<file path="src/rtl/pwrseq_pkg.sv">
package pwrseq_pkg;

  typedef enum logic [2:0] {
    PH_BIAS    = 3'd0,
    PH_START   = 3'd1,
    PH_CLKWAIT = 3'd2,
    PH_CFG     = 3'd3,
    PH_RUN     = 3'd4,
    PH_HOLD    = 3'd5
  } phase_e;

  typedef struct packed {
    logic sys_rst;
    logic clk_en;
    logic run_en;
  } ctl_s;

  // Length of the start-up phase for a given strap setting (0 = skipped).
  function automatic int unsigned startup_len(input logic vreg_on,
                                              input logic pwrt_skip,
                                              input int unsigned vreg_cyc,
                                              input int unsigned pwrt_cyc);
    if (vreg_on)        return vreg_cyc;
    else if (pwrt_skip) return 0;
    else                return pwrt_cyc;
  endfunction

  function automatic int unsigned max4(input int unsigned a, input int unsigned b,
                                       input int unsigned c, input int unsigned d);
    int unsigned m;
    m = a;
    if (b > m) m = b;
    if (c > m) m = c;
    if (d > m) m = d;
    return m;
  endfunction

  // Output levels owned by each phase.
  function automatic ctl_s phase_ctl(input phase_e ph);
    ctl_s c;
    case (ph)
      PH_CFG:  c = '{sys_rst: 1'b0, clk_en: 1'b0, run_en: 1'b0};
      PH_RUN:  c = '{sys_rst: 1'b0, clk_en: 1'b1, run_en: 1'b1};
      default: c = '{sys_rst: 1'b1, clk_en: 1'b0, run_en: 1'b0};
    endcase
    return c;
  endfunction

endpackage

</file>
<file path="src/rtl/pwrseq_timer.sv">
module pwrseq_timer #(
  parameter int unsigned CNT_W = 8
) (
  input  logic             clk,
  input  logic             rst_n,
  input  logic             restart,
  input  logic [CNT_W-1:0] term,
  output logic             expired
);

  logic [CNT_W-1:0] cnt_q;

  assign expired = (cnt_q == term);

  always_ff @(posedge clk or negedge rst_n) begin
    if (!rst_n)        cnt_q <= '0;
    else if (restart)  cnt_q <= '0;
    else if (!expired) cnt_q <= cnt_q + CNT_W'(1);
  end

endmodule

</file>
<file path="src/rtl/pwrseq_fsm.sv">
module pwrseq_fsm
  import pwrseq_pkg::*;
#(
  parameter int unsigned BIAS_CYC = 4,
  parameter int unsigned VREG_CYC = 8,
  parameter int unsigned PWRT_CYC = 16,
  parameter int unsigned CFG_CYC  = 4,
  parameter int unsigned CNT_W    = 8
) (
  input  logic             clk,
  input  logic             rst_n,
  input  logic             por_pulse_i,
  input  logic             rst_req_i,
  input  logic             vreg_en_i,
  input  logic             pwrt_bypass_i,
  input  logic             clk_ready_i,
  input  logic             expired,
  output phase_e           phase_q,
  output logic             restart,
  output logic [CNT_W-1:0] term
);

  localparam logic [CNT_W-1:0] BIAS_TERM = CNT_W'(BIAS_CYC - 1);
  localparam logic [CNT_W-1:0] CFG_TERM  = CNT_W'(CFG_CYC - 1);

  phase_e           phase_d;
  logic [CNT_W-1:0] start_len_q;
  logic [CNT_W-1:0] start_len_now;
  logic             start_skip;

  assign start_len_now = CNT_W'(startup_len(vreg_en_i, pwrt_bypass_i, VREG_CYC, PWRT_CYC));
  assign start_skip    = (start_len_now == '0);

  always_comb begin
    phase_d = phase_q;
    case (phase_q)
      PH_BIAS:    if (expired) phase_d = start_skip ? PH_CLKWAIT : PH_START;
      PH_START:   if (expired) phase_d = PH_CLKWAIT;
      PH_CLKWAIT: if (clk_ready_i) phase_d = rst_req_i ? PH_HOLD : PH_CFG;
      PH_CFG:     if (rst_req_i) phase_d = PH_HOLD;
                  else if (expired) phase_d = PH_RUN;
      PH_RUN:     if (rst_req_i) phase_d = PH_HOLD;
      PH_HOLD:    if (!rst_req_i) phase_d = PH_CFG;
      default:    phase_d = PH_BIAS;
    endcase
    if (por_pulse_i) phase_d = PH_BIAS;
  end

  assign restart = por_pulse_i || (phase_d != phase_q);

  always_comb begin
    case (phase_q)
      PH_BIAS:  term = BIAS_TERM;
      PH_START: term = start_len_q - CNT_W'(1);
      PH_CFG:   term = CFG_TERM;
      default:  term = '0;
    endcase
  end

  always_ff @(posedge clk or negedge rst_n) begin
    if (!rst_n) begin
      phase_q     <= PH_BIAS;
      start_len_q <= '0;
    end else begin
      phase_q <= phase_d;
      if (phase_q == PH_BIAS && expired) start_len_q <= start_len_now;
    end
  end

endmodule

</file>
<file path="src/rtl/pwrseq_outdec.sv">
module pwrseq_outdec
  import pwrseq_pkg::*;
(
  input  phase_e phase,
  output logic   sys_rst,
  output logic   clk_en,
  output logic   run_en
);

  ctl_s ctl;

  assign ctl     = phase_ctl(phase);
  assign sys_rst = ctl.sys_rst;
  assign clk_en  = ctl.clk_en;
  assign run_en  = ctl.run_en;

endmodule

</file>
<file path="src/rtl/pwrseq_top.sv">
module pwrseq_top
  import pwrseq_pkg::*;
#(
  parameter int unsigned BIAS_CYC = 500,
  parameter int unsigned VREG_CYC = 2000,
  parameter int unsigned PWRT_CYC = 6400000,
  parameter int unsigned CFG_CYC  = 100
) (
  input  logic clk,
  input  logic rst_n,
  input  logic por_pulse_i,
  input  logic rst_req_i,
  input  logic vreg_en_i,
  input  logic pwrt_bypass_i,
  input  logic clk_ready_i,
  output logic sys_rst_o,
  output logic clk_en_o,
  output logic run_en_o
);

  localparam int unsigned CNT_W = $clog2(max4(BIAS_CYC, VREG_CYC, PWRT_CYC, CFG_CYC) + 1);

  // Named internal events, visible to the bound checker.
  phase_e           phase;
  logic             seq_restart;
  logic             phase_adv;
  logic [CNT_W-1:0] phase_term;

  pwrseq_fsm #(
    .BIAS_CYC (BIAS_CYC),
    .VREG_CYC (VREG_CYC),
    .PWRT_CYC (PWRT_CYC),
    .CFG_CYC  (CFG_CYC),
    .CNT_W    (CNT_W)
  ) fsm_i (
    .clk           (clk),
    .rst_n         (rst_n),
    .por_pulse_i   (por_pulse_i),
    .rst_req_i     (rst_req_i),
    .vreg_en_i     (vreg_en_i),
    .pwrt_bypass_i (pwrt_bypass_i),
    .clk_ready_i   (clk_ready_i),
    .expired       (phase_adv),
    .phase_q       (phase),
    .restart       (seq_restart),
    .term          (phase_term)
  );

  pwrseq_timer #(
    .CNT_W (CNT_W)
  ) timer_i (
    .clk     (clk),
    .rst_n   (rst_n),
    .restart (seq_restart),
    .term    (phase_term),
    .expired (phase_adv)
  );

  pwrseq_outdec outdec_i (
    .phase   (phase),
    .sys_rst (sys_rst_o),
    .clk_en  (clk_en_o),
    .run_en  (run_en_o)
  );

endmodule

</file>
<file path="config.mk">
export PLATFORM = sky130hd
export DESIGN_NAME = pwrseq_top
export DESIGN_NICKNAME = d
export VERILOG_FILES = /design/src/rtl/pwrseq_pkg.sv /design/src/rtl/pwrseq_timer.sv /design/src/rtl/pwrseq_fsm.sv /design/src/rtl/pwrseq_outdec.sv /design/src/rtl/pwrseq_top.sv
export SDC_FILE = /design/constraint.sdc
export NUM_CORES = 1
export LEC_CHECK = 0
export CAP_MARGIN = 20
export CORE_MARGIN = 2
export CORE_UTILIZATION = 23
export CTS_CLUSTER_SIZE = 14
export DETAILED_ROUTE_END_ITERATION = 6
export PLACE_DENSITY = 0.37
export RECOVER_POWER = 25
export SYNTH_ARGS = -nofsm -noshare
export SYNTH_HDL_FRONTEND = slang
export SYNTH_SLANG_ARGS = --single-unit
</file>
<file path="constraint.sdc">
create_clock -name clk -period 5.7 [get_ports clk]
set_input_delay 1.14 -clock clk [delete_from_list [all_inputs] [get_ports clk]]
set_output_delay 1.14 -clock clk [all_outputs]
set_load 0.05 [all_outputs]
</file>
==> results.py, run 1 <==
metrics = {
    "power_and_ir_drop": {
        "p_per_area_nw_per_um2": 188.0,
        "max-vdd-ir-drop_mv": 0.09102,
        "power_mw": 0.4208,
        "p_leak_nw": 0.8631,
    },
    "yosys": {
        "synth_area_um2": 2022,
        "ys_ff_latch": 28,
        "synth.yosys.seq_area_share_pct": 34.65,
        "async_reset_ff_share_pct": 100.0,
        "synth_edf_count": 0,
        "ys_types": 59,
        "synth_top_area_share_pct": 34.65,
        "ys_warn_count": 0,
        "synth_top_area_cell": "dfrtp_1",
        "synthCells": 230,
        "synth_flop_cell": "dfrtp_1",
        "synthesis.nets": 240,
        "synth_area_leaders": "dfrtp_1, nor2_1, xor2_1",
        "avgSynthCellArea_um2": 8.791,
    },
    "floorplanning": {
        "core_area_um2": 8636,
        "start_util_pct": 23.41,
        "die_w_um": 97.76,
        "dieArea_um2": 9557,
        "rows": 34,
        "num_io_pins": 10,
        "dieHeight_um": 97.76,
    },
    "timing": {
        "slew_viol_final": 29,
        "timing_hold_violations_final": 0,
        "fin_ws_ns": 2.059,
        "rsz0062_at_grt": "no",
        "period_share_pct": 63.88,
        "fmax_ghz": 0.2746,
        "layout_min_cycle_time_ns": 3.641,
        "fin_skew_ns": 0.01084,
        "fin_tns_setup_ns": 0,
        "slew_headroom_pct": -7.595,
        "worstMarginPinSlew_ns": 1.614,
        "setup_viol_count_final": 0,
    },
    "finish": {
        "syn_to_final_growth_pct": 10.71,
        "instances_no_fill": 339,
        "num-nets-final": 242,
        "finish.utilization_pct": 25.92,
        "num_antenna_cells": 0,
        "mostFrequentLayoutCells": "nor2_1, dfrtp_1, nand3_1, xor2_1, a21oi_1",
        "mostFrequentLayoutCell": "nor2_1",
        "drive_gt1_share_pct": 6.926,
    },
    "placed_design": {
        "dp_cells": 335,
        "dp_slack_ns": 2.335,
        "place_congestion": 0.7550,
        "dpl.hpwl_um": 3681,
        "io_buffers": 9,
    },
    "detailed_routing": {
        "first_pass_iters": 4,
        "wl_per_cell_um": 15.18,
        "drcViolationCount": 0,
        "wl_um": 5146,
        "antenna_left": 0,
        "vias": 1668,
        "drt_iter0_markers": 73,
        "via_per_inst": 4.920,
    },
    "setup_path": {
        "cp_max_fo": 21,
        "crit_type": "reg2out",
        "start_kind": "register",
        "worstRegToRegCells": 8,
        "setup.worst_path.start": "fsm_i.phase_q[2]",
        "r2r_slack_ns": 2.41,
        "r2r_end": "timer_i.cnt_q[0]",
        "crit_arrival_ns": 2.50,
        "crit_required_ns": 4.56,
        "critPathCaptureType": "output port",
        "cp-endpoint": "run_en_o",
        "r2r-start": "fsm_i.phase_q[1]",
    },
    "cts": {
        "ctsHtreeMaxLevel": 1,
        "postCtsSetupRepairBufs": 0,
        "cts_buffers": 3,
        "cts-root-buf": "clkbuf_8",
        "tritoncts": "built",
        "cts-resized-gates": 0,
        "path_clk_slew_ns": 0.10,
        "max-clock-path-buffers": 2,
        "cts.sinks": 28,
        "clock_latency_ns": 0.29,
        "cts_hold_buffers": 0,
    },
    "run_status": {
        "failed_checks": "max-capacitance violations, max-slew violations",
        "outcome": "complete, but fails checks",
    },
    "run": {
        "drv_cap": 1,
    },
    "grt": {
        "grt_util_all_layers_pct": 11.53,
        "grt_pass1_vias": 1661,
        "grt_max_degree": 29,
        "grt_pass1_wl_um": 8914,
        "antenna_found_initial": 0,
        "gr-total-overflow": 0,
    },
    "min_path": {
        "hold_class": "reg2reg",
    },
}
==> state kept, by name, summed over array words and instances (netlist names) <==
signal,count
timer_i.cnt_q,23
fsm_i.phase_q,3
fsm_i.start_len_q,2
==> how the worst min path moves through the flow <==
stage                       endpoint  cells after the start                   from  slack, ns
2_1_floorplan  fsm_i.start_len_q[21]                      1  fsm_i.start_len_q[21]       0.46
3_3_place_gp   fsm_i.start_len_q[21]                      1  fsm_i.start_len_q[21]       0.48
3_5_place_dp   fsm_i.start_len_q[21]                      1  fsm_i.start_len_q[21]       0.48
4_1_cts        fsm_i.start_len_q[21]                      1  fsm_i.start_len_q[21]       0.51
5_1_grt        fsm_i.start_len_q[21]                      1  fsm_i.start_len_q[21]       0.54
6_report       fsm_i.start_len_q[21]                      1  fsm_i.start_len_q[21]       0.50
==> routing by layer <==
metal	part of all wire, %	vias to the layer above	track usage [%]
met5	0	-	0
met4	0.97	0	3.205
met3	3.0	4	1.503
met2	45	24	18.20
met1	51	816	16.65
li1	-	824	-
==> critical path: stages (launching register included) <==
cell             delay (ns)
dfrtp_1                0.77
inv_1                  0.21
nor3_1                 0.36
clkdlybuf4s50_1        0.87
==> final cells by class <==
type                       instances  area (um2)
clock buffer                       3       41.29
clock inverter                     1       30.03
fill                             967        6397
inverter                          10       37.54
multi-input combinational        179        1200
sequential                        28       700.7
tap                              108       135.1
timing repair buffer              10       93.84
==> where the power goes <==
group / total, mW / internal (mW) / switching [mW] / leakage (nW)
combinational: 0.0459 / 0.0180 / 0.0279 / 0.443
sequential: 0.210 / 0.202 / 0.00791 / 0.385
clock: 0.165 / 0.0943 / 0.0709 / 0.0357
==> cells by family (layout without fill, tap and decap cells) <==
group	after synthesis	count (layout)	share of synthesized area [%]
AND/OR/NAND/NOR	114	114	32.80
AO/OA/AOI/OAI	36	36	13.06
flip-flops	28	28	34.65
buffers and inverters	23	24	6.002
XOR/XNOR	22	22	9.529
multiplexers	4	4	2.104
adder cells (fa/ha/maj)	3	3	1.857
==> synth_stat cells (4+ instances only) <==
cell type / instances
nand2_1: 10
nand3_1: 15
and4_1: 6
and2_1: 5
xnor2_1: 10
inv_1: 10
buf_2: 4
dfrtp_1: 28
nor4_1: 5
xor2_1: 12
nor2_1: 35
clkbuf_1: 4
nand4_1: 5
a21oi_1: 11
nor3_1: 7
nor2b_1: 4
==> metrics by stage <==
stage | hold WS, ns | area, um2
2_1_floorplan | 0.4642 | 2022
3_3_place_gp | 0.4818 | 2171
3_5_place_dp | 0.4850 | 2171
4_1_cts | 0.5099 | 2242
5_1_grt | 0.5435 | 2238
6_report | 0.5050 | 2238
(Power assumes the default switching activity.)
==> run 2: changes to the inputs <==
--- a/config.mk
+++ b/config.mk
@@ -10,7 +10,7 @@
 export CORE_UTILIZATION = 23
 export CTS_CLUSTER_SIZE = 14
 export DETAILED_ROUTE_END_ITERATION = 6
-export PLACE_DENSITY = 0.37
+export PLACE_DENSITY = 0.38
 export RECOVER_POWER = 25
 export SYNTH_ARGS = -nofsm -noshare
 export SYNTH_HDL_FRONTEND = slang
==> constraint.sdc (replaced) <==
create_clock -name clk -period 3.3 [get_ports clk]
set_input_delay 0.66 -clock clk [delete_from_list [all_inputs] [get_ports clk]]
set_output_delay 0.66 -clock clk [all_outputs]
set_load 0.05 [all_outputs]
==> run 2 against run 1 <==
Net effect:
- the flow still finishes with violations (max-capacitance violations, max-slew violations)
- routed wire length fell by 0.62%
- cell area rose by 1.0%
- sequential share of layout area fell by 0.31 points
- die area did not move
- non-clock buffer count rose by 7
- critical path type unchanged
- largest cell class unchanged
==> results.py, run 2 (synthesis gave the netlist of run 1 again) <==
metrics = {
    "setup_path": {
        "r2r-start": "fsm_i.phase_q[1]",
        "slowest_delay_ns": 0.86,
        "cp_max_fo": 14,
        "crit_type": "reg2out",
        "path_cells": "inv_1 > nor3_1 > clkdlybuf4s50_1",
        "start_kind": "register",
        "setup.worst_path.start": "fsm_i.phase_q[2]",
        "cp_slowest_cell": "clkdlybuf4s50_1",
        "crit_arrival_ns": 2.31,
        "critPathCaptureType": "output port",
        "crit_required_ns": 2.64,
    },
    "detailed_routing": {
        "wl_per_cell_um": 14.82,
        "vias": 1671,
        "via_per_inst": 4.843,
        "drcViolationCount": 0,
        "wl_um": 5114,
        "first_pass_iters": 4,
        "drt_iter0_markers": 78,
        "antenna_left": 0,
    },
    "timing": {
        "slew_headroom_pct": -5.490,
        "slew_viol_final": 29,
        "fin_tns_setup_ns": 0,
        "worstMarginPinSlew_ns": 1.582,
        "rsz0062_at_grt": "no",
        "holdWs_ns": 0.5115,
        "timing_hold_violations_final": 0,
        "layout_min_cycle_time_ns": 2.970,
        "period_share_pct": 89.99,
        "fmax_ghz": 0.3367,
        "setup_viol_count_final": 0,
        "fin_ws_ns": 0.3303,
        "fin_skew_ns": 0.004794,
    },
    "cts": {
        "clock_latency_ns": 0.27,
        "max-clock-path-buffers": 2,
        "cts_hold_buffers": 0,
        "cts-resized-gates": 0,
        "cts_buffers": 3,
        "path_clk_slew_ns": 0.09,
        "cts-root-buf": "clkbuf_8",
        "cts.sinks": 28,
        "tritoncts": "built",
        "postCtsSetupRepairBufs": 0,
        "ctsHtreeMaxLevel": 1,
    },
    "power_and_ir_drop": {
        "p_per_area_nw_per_um2": 278.9,
        "p_leak_nw": 0.8851,
        "max-vdd-ir-drop_mv": 0.1387,
        "power_mw": 0.6306,
    },
    "run_status": {
        "failed_checks": "max-capacitance violations, max-slew violations",
        "outcome": "complete, but fails checks",
    },
    "finish": {
        "mostFrequentLayoutCell": "nor2_1",
        "num-nets-final": 249,
        "multi_input_area_um2": 1200,
        "instances_no_fill": 345,
        "final.fill_count": 950,
        "mostFrequentLayoutCells": "nor2_1, dfrtp_1, nand3_1, xor2_1, a21oi_1",
        "top_register": "timer_i.cnt_q",
        "syn_to_final_growth_pct": 11.82,
        "num_antenna_cells": 0,
        "drive_gt1_share_pct": 9.283,
        "top_regs": "timer_i.cnt_q (23), fsm_i.phase_q (3), fsm_i.start_len_q (2)",
        "seq_area_um2": 700.7,
        "largest_reg_flops": 23,
        "finish.utilization_pct": 26.18,
        "fin_area_um2": 2261,
    },
    "grt": {
        "grt_max_degree": 29,
        "grt_pass1_vias": 1639,
        "grt_pass1_wl_um": 8694,
        "gr-total-overflow": 0,
        "antenna_found_initial": 0,
        "grt_util_all_layers_pct": 11.25,
    },
    "floorplanning": {
        "die_w_um": 97.76,
        "num_io_pins": 10,
        "start_util_pct": 23.41,
        "dieHeight_um": 97.76,
        "rows": 34,
        "dieArea_um2": 9557,
        "core_area_um2": 8636,
    },
    "placed_design": {
        "dpl.hpwl_um": 3834,
        "place_area_um2": 2223,
        "io_buffers": 9,
        "dp_slack_ns": 0.5392,
        "dp_cells": 342,
        "place_congestion": 0.7538,
    },
    "run": {
        "drv_cap": 1,
    },
    "min_path": {
        "worstHoldStart": "fsm_i.start_len_q[21]",
        "hold_class": "reg2reg",
    },
}
run 2: cell count changes in the layout (fill, tap and decap cells not counted), sizes merged:
cell | before | now
bufinv | 1 | 0
buf | 0 | 7
run 2: final cells by class:
type / instances / area share, %
Tap cell: 108 / 5.977
Sequential cell: 28 / 30.99
Clock buffer: 3 / 1.826
Inverter: 10 / 1.660
Multi-Input combinational cell: 179 / 53.07
Timing Repair Buffer: 17 / 6.475
run 2: path summary, 6_finish.rpt:
check / cells past startpoint / endpoint / slack [ns]
worst max-delay path: 3 / clk_en_o / 0.33
worst min-delay path: 1 / fsm_i.start_len_q[21] / 0.51
max in group asynchronous: 2 / timer_i.cnt_q[0] / 1.08
min in group asynchronous: 2 / timer_i.cnt_q[10] / 1.31
worst min register to register: 1 / fsm_i.start_len_q[21] / 0.51
worst max register to register: 8 / timer_i.cnt_q[0] / 0.55
run 2: per-layer routing:
metal | GRT usage [%] | share of wire (%) | vias up
li1 | - | - | 838
met1 | 16.02 | 51 | 800
met2 | 18.20 | 46 | 28
met3 | 1.360 | 2.3 | 5
met4 | 2.885 | 1.1 | 0
met5 | 0 | 0 | -
run 2: report_power, final:
part,internal [mW],switching (mW)
Sequential,0.349,0.0104
Combinational,0.0334,0.0527
Clock,0.0820,0.104
run 2: worst max-delay path, delay by kind of cell, from the launching register on:
family | cells | cell delay (ns)
and+or+nand+nor | 1 | 0.34
buffers and inverters | 2 | 1.05
DFF | 1 | 0.64
==> run 3: changes to the inputs <==
--- a/config.mk
+++ b/config.mk
@@ -14,4 +14,5 @@
 export RECOVER_POWER = 25
 export SYNTH_ARGS = -nofsm -noshare
 export SYNTH_HDL_FRONTEND = slang
+export SYNTH_HIERARCHICAL = 1
 export SYNTH_SLANG_ARGS = --single-unit
==> run 3 against run 2 <==
Net effect:
- the run still ends with max-capacitance violations, max-slew violations left
- maximum frequency increased by 2.8%
- synthesized cell count grew 17%
- global-route usage down 1.2 points
- clock skew decreased by 0.0019 ns
- clock power increased by 22%
- combinational power is 34% lower
- utilization down 0.20 points
- cell area rose by 12%
- die area up 13%
- critical path type is now reg2reg
- critical endpoint is now timer_i/cnt_q[22]
- largest cell class unchanged
- highest routed layer unchanged
==> results.py, run 3 <==
metrics = {
    "min_path": {
        "worstHoldPathCells": 2,
        "worstHoldStart": "fsm_i/start_len_q[21]",
        "hold_class": "reg2reg",
    },
    "detailed_routing": {
        "antenna_left": 0,
        "wl_um": 5161,
        "drt_iter0_markers": 66,
        "wl_per_cell_um": 13.13,
        "drcViolationCount": 0,
        "first_pass_iters": 4,
        "vias": 1773,
        "via_per_inst": 4.511,
    },
    "setup_path": {
        "crit_required_ns": 3.47,
        "setup.worst_path.start": "fsm_i/phase_q[2]",
        "cp_max_fo": 44,
        "worstRegToRegCells": 13,
        "start_kind": "register",
        "r2r-start": "fsm_i/phase_q[2]",
        "crit_arrival_ns": 3.06,
        "critPathCaptureType": "register",
        "crit_type": "reg2reg",
    },
    "floorplanning": {
        "rows": 36,
        "die_w_um": 104.0,
        "core_area_um2": 9729,
        "num_io_pins": 10,
        "start_util_pct": 23.62,
        "dieHeight_um": 104.0,
        "dieArea_um2": 10810,
    },
    "grt": {
        "grt_max_degree": 45,
        "grt_pass1_vias": 1783,
        "grt_pass1_wl_um": 8990,
        "gr-total-overflow": 0,
        "grt_util_all_layers_pct": 10.07,
        "antenna_found_initial": 0,
    },
    "timing": {
        "layout_min_cycle_time_ns": 2.890,
        "worstMarginPinSlew_ns": 1.665,
        "fin_skew_ns": 0.002907,
        "holdWs_ns": 0.5901,
        "fmax_ghz": 0.3460,
        "slew_viol_final": 29,
        "setup_viol_count_final": 0,
        "rsz0062_at_grt": "no",
        "slew_headroom_pct": -11.00,
        "fin_tns_setup_ns": 0,
        "period_share_pct": 87.57,
        "timing_hold_violations_final": 0,
    },
    "yosys": {
        "synth_top_area_cell": "dfrtp_1",
        "synth_area_um2": 2298,
        "synth_flop_cell": "dfrtp_1",
        "synth_edf_count": 0,
        "ys_ff_latch": 28,
        "synthCells": 269,
        "synthesis.nets": 279,
        "async_reset_ff_share_pct": 100.0,
        "avgSynthCellArea_um2": 8.544,
        "ys_top_cells_by_count": "nor2_1, dfrtp_1, nor2b_1, xnor2_1",
        "synth_area_leaders": "dfrtp_1, mux2_2, xnor2_1",
        "ys_warn_count": 6,
        "synth.yosys.seq_area_share_pct": 30.48,
        "ys_types": 41,
        "yosysMostFrequentCell": "nor2_1",
        "synth_top_area_share_pct": 30.48,
    },
    "cts": {
        "max-clock-path-buffers": 2,
        "cts-root-buf": "clkbuf_8",
        "tritoncts": "built",
        "cts.sinks": 28,
        "path_clk_slew_ns": 0.10,
        "ctsHtreeMaxLevel": 1,
        "cts_hold_buffers": 0,
        "cts-resized-gates": 0,
        "postCtsSetupRepairBufs": 0,
        "cts_buffers": 3,
        "clock_latency_ns": 0.28,
    },
    "finish": {
        "top_register": "timer_i/cnt_q",
        "syn_to_final_growth_pct": 9.962,
        "top_regs": "timer_i/cnt_q (23), fsm_i/phase_q (3), fsm_i/start_len_q (2)",
        "final.fill_count": 1087,
        "mostFrequentLayoutCells": "nor2_1, dfrtp_1, nor2b_1, xnor2_1, mux2_2",
        "num_antenna_cells": 0,
        "drive_gt1_share_pct": 18.08,
        "num-nets-final": 271,
        "largest_reg_flops": 23,
    },
    "placed_design": {
        "dpl.hpwl_um": 3695,
        "io_buffers": 9,
        "place_congestion": 0.7850,
    },
    "run_status": {
        "failed_checks": "max-capacitance violations, max-slew violations",
        "outcome": "complete, but fails checks",
    },
    "power_and_ir_drop": {
        "max-vdd-ir-drop_mv": 0.1165,
        "power_mw": 0.6340,
        "p_leak_nw": 0.9828,
        "p_per_area_nw_per_um2": 250.8,
    },
    "run": {
        "drv_cap": 1,
    },
}
-- run 3: changes by cell type in the layout (fill, tap and decap cells not counted), moves of 6 or more --
cell      before  now
xnor2_1       10   23
nor2b_1        4   24
and4_1         6    0
nor2_1        35   28
a21oi_1       11   19
mux2_2         0   20
xor2_1        12    0
a211oi_1       0    9
-- run 3: metrics by stage --
step	cell area [um2]	worst slack [ns]	util, %	cells
3_3_place_gp	2476	0.4605	25.45	389
3_5_place_dp	2476	0.4234	25.45	389
4_1_cts	2531	0.4096	26.02	393
2_1_floorplan	2344	0.008680	-	269
6_report	2527	0.4101	25.98	393
5_1_grt	2527	0.1684	25.98	393
-- run 3: worst paths after layout --
check / slack [ns] / endpoint
max: 0.41 / timer_i/cnt_q[22]
min: 0.59 / fsm_i/start_len_q[21]
max reg2reg: 0.41 / timer_i/cnt_q[22]
min reg2reg: 0.59 / fsm_i/start_len_q[21]
max in group asynchronous: 1.01 / timer_i/cnt_q[21]
min in group asynchronous: 1.33 / timer_i/cnt_q[2]
-- run 3: worst max-delay path: stages, from the launching register on --
cell and delay, ns:
dfrtp_1 0.46, nor2_4 0.18, nand2_2 0.11, nor2_4 0.18
xnor2_1 0.14, nand4_1 0.15, nor4_4 0.31, and2_4 0.22
nor3b_2 0.18, nor3_1 0.07, o211ai_1 0.14, buf_12 0.24
nor2_1 0.07, mux2_1 0.28
-- run 3: final cells by class --
| class | count | area, um2 | share of cell area (%) |
|---|---|---|---|
| Sequential cell | 28 | 700.7 | 27.72 |
| Clock buffer | 4 | 55.05 | 2.178 |
| Multi-Input combinational cell | 204 | 1420 | 56.19 |
| Tap cell | 133 | 166.4 | 6.584 |
| Inverter | 7 | 26.28 | 1.040 |
| Timing Repair Buffer | 17 | 158.9 | 6.287 |
-- run 3: layer usage --
| metal | part of all wire, % | vias up | GRT usage, % | routed length, um |
|---|---|---|---|---|
| met2 | 44 | 17 | 15.32 | 2257 |
| met4 | 1.1 | 0 | 2.896 | 55 |
| met5 | 0 | - | 0 | 0 |
| met3 | 2.9 | 4 | 1.566 | 151 |
| met1 | 52 | 854 | 14.67 | 2697 |
| li1 | - | 898 | - | - |
-- run 3: kinds of logic after synthesis --
kind of cell    synth area share [%]
mux                            10.72
simple gates                   27.49
buf+inv                        8.983
flops                          30.48
fa+ha+maj                      1.633
xor+xnor                       8.764
compound gates                 11.92
-- run 3: power by group --
part | internal (mW) | switching [mW] | leakage (nW)
Clock | 0.107 | 0.117 | 0.0288
Combinational | 0.0242 | 0.0326 | 0.576
Sequential | 0.346 | 0.00670 | 0.378
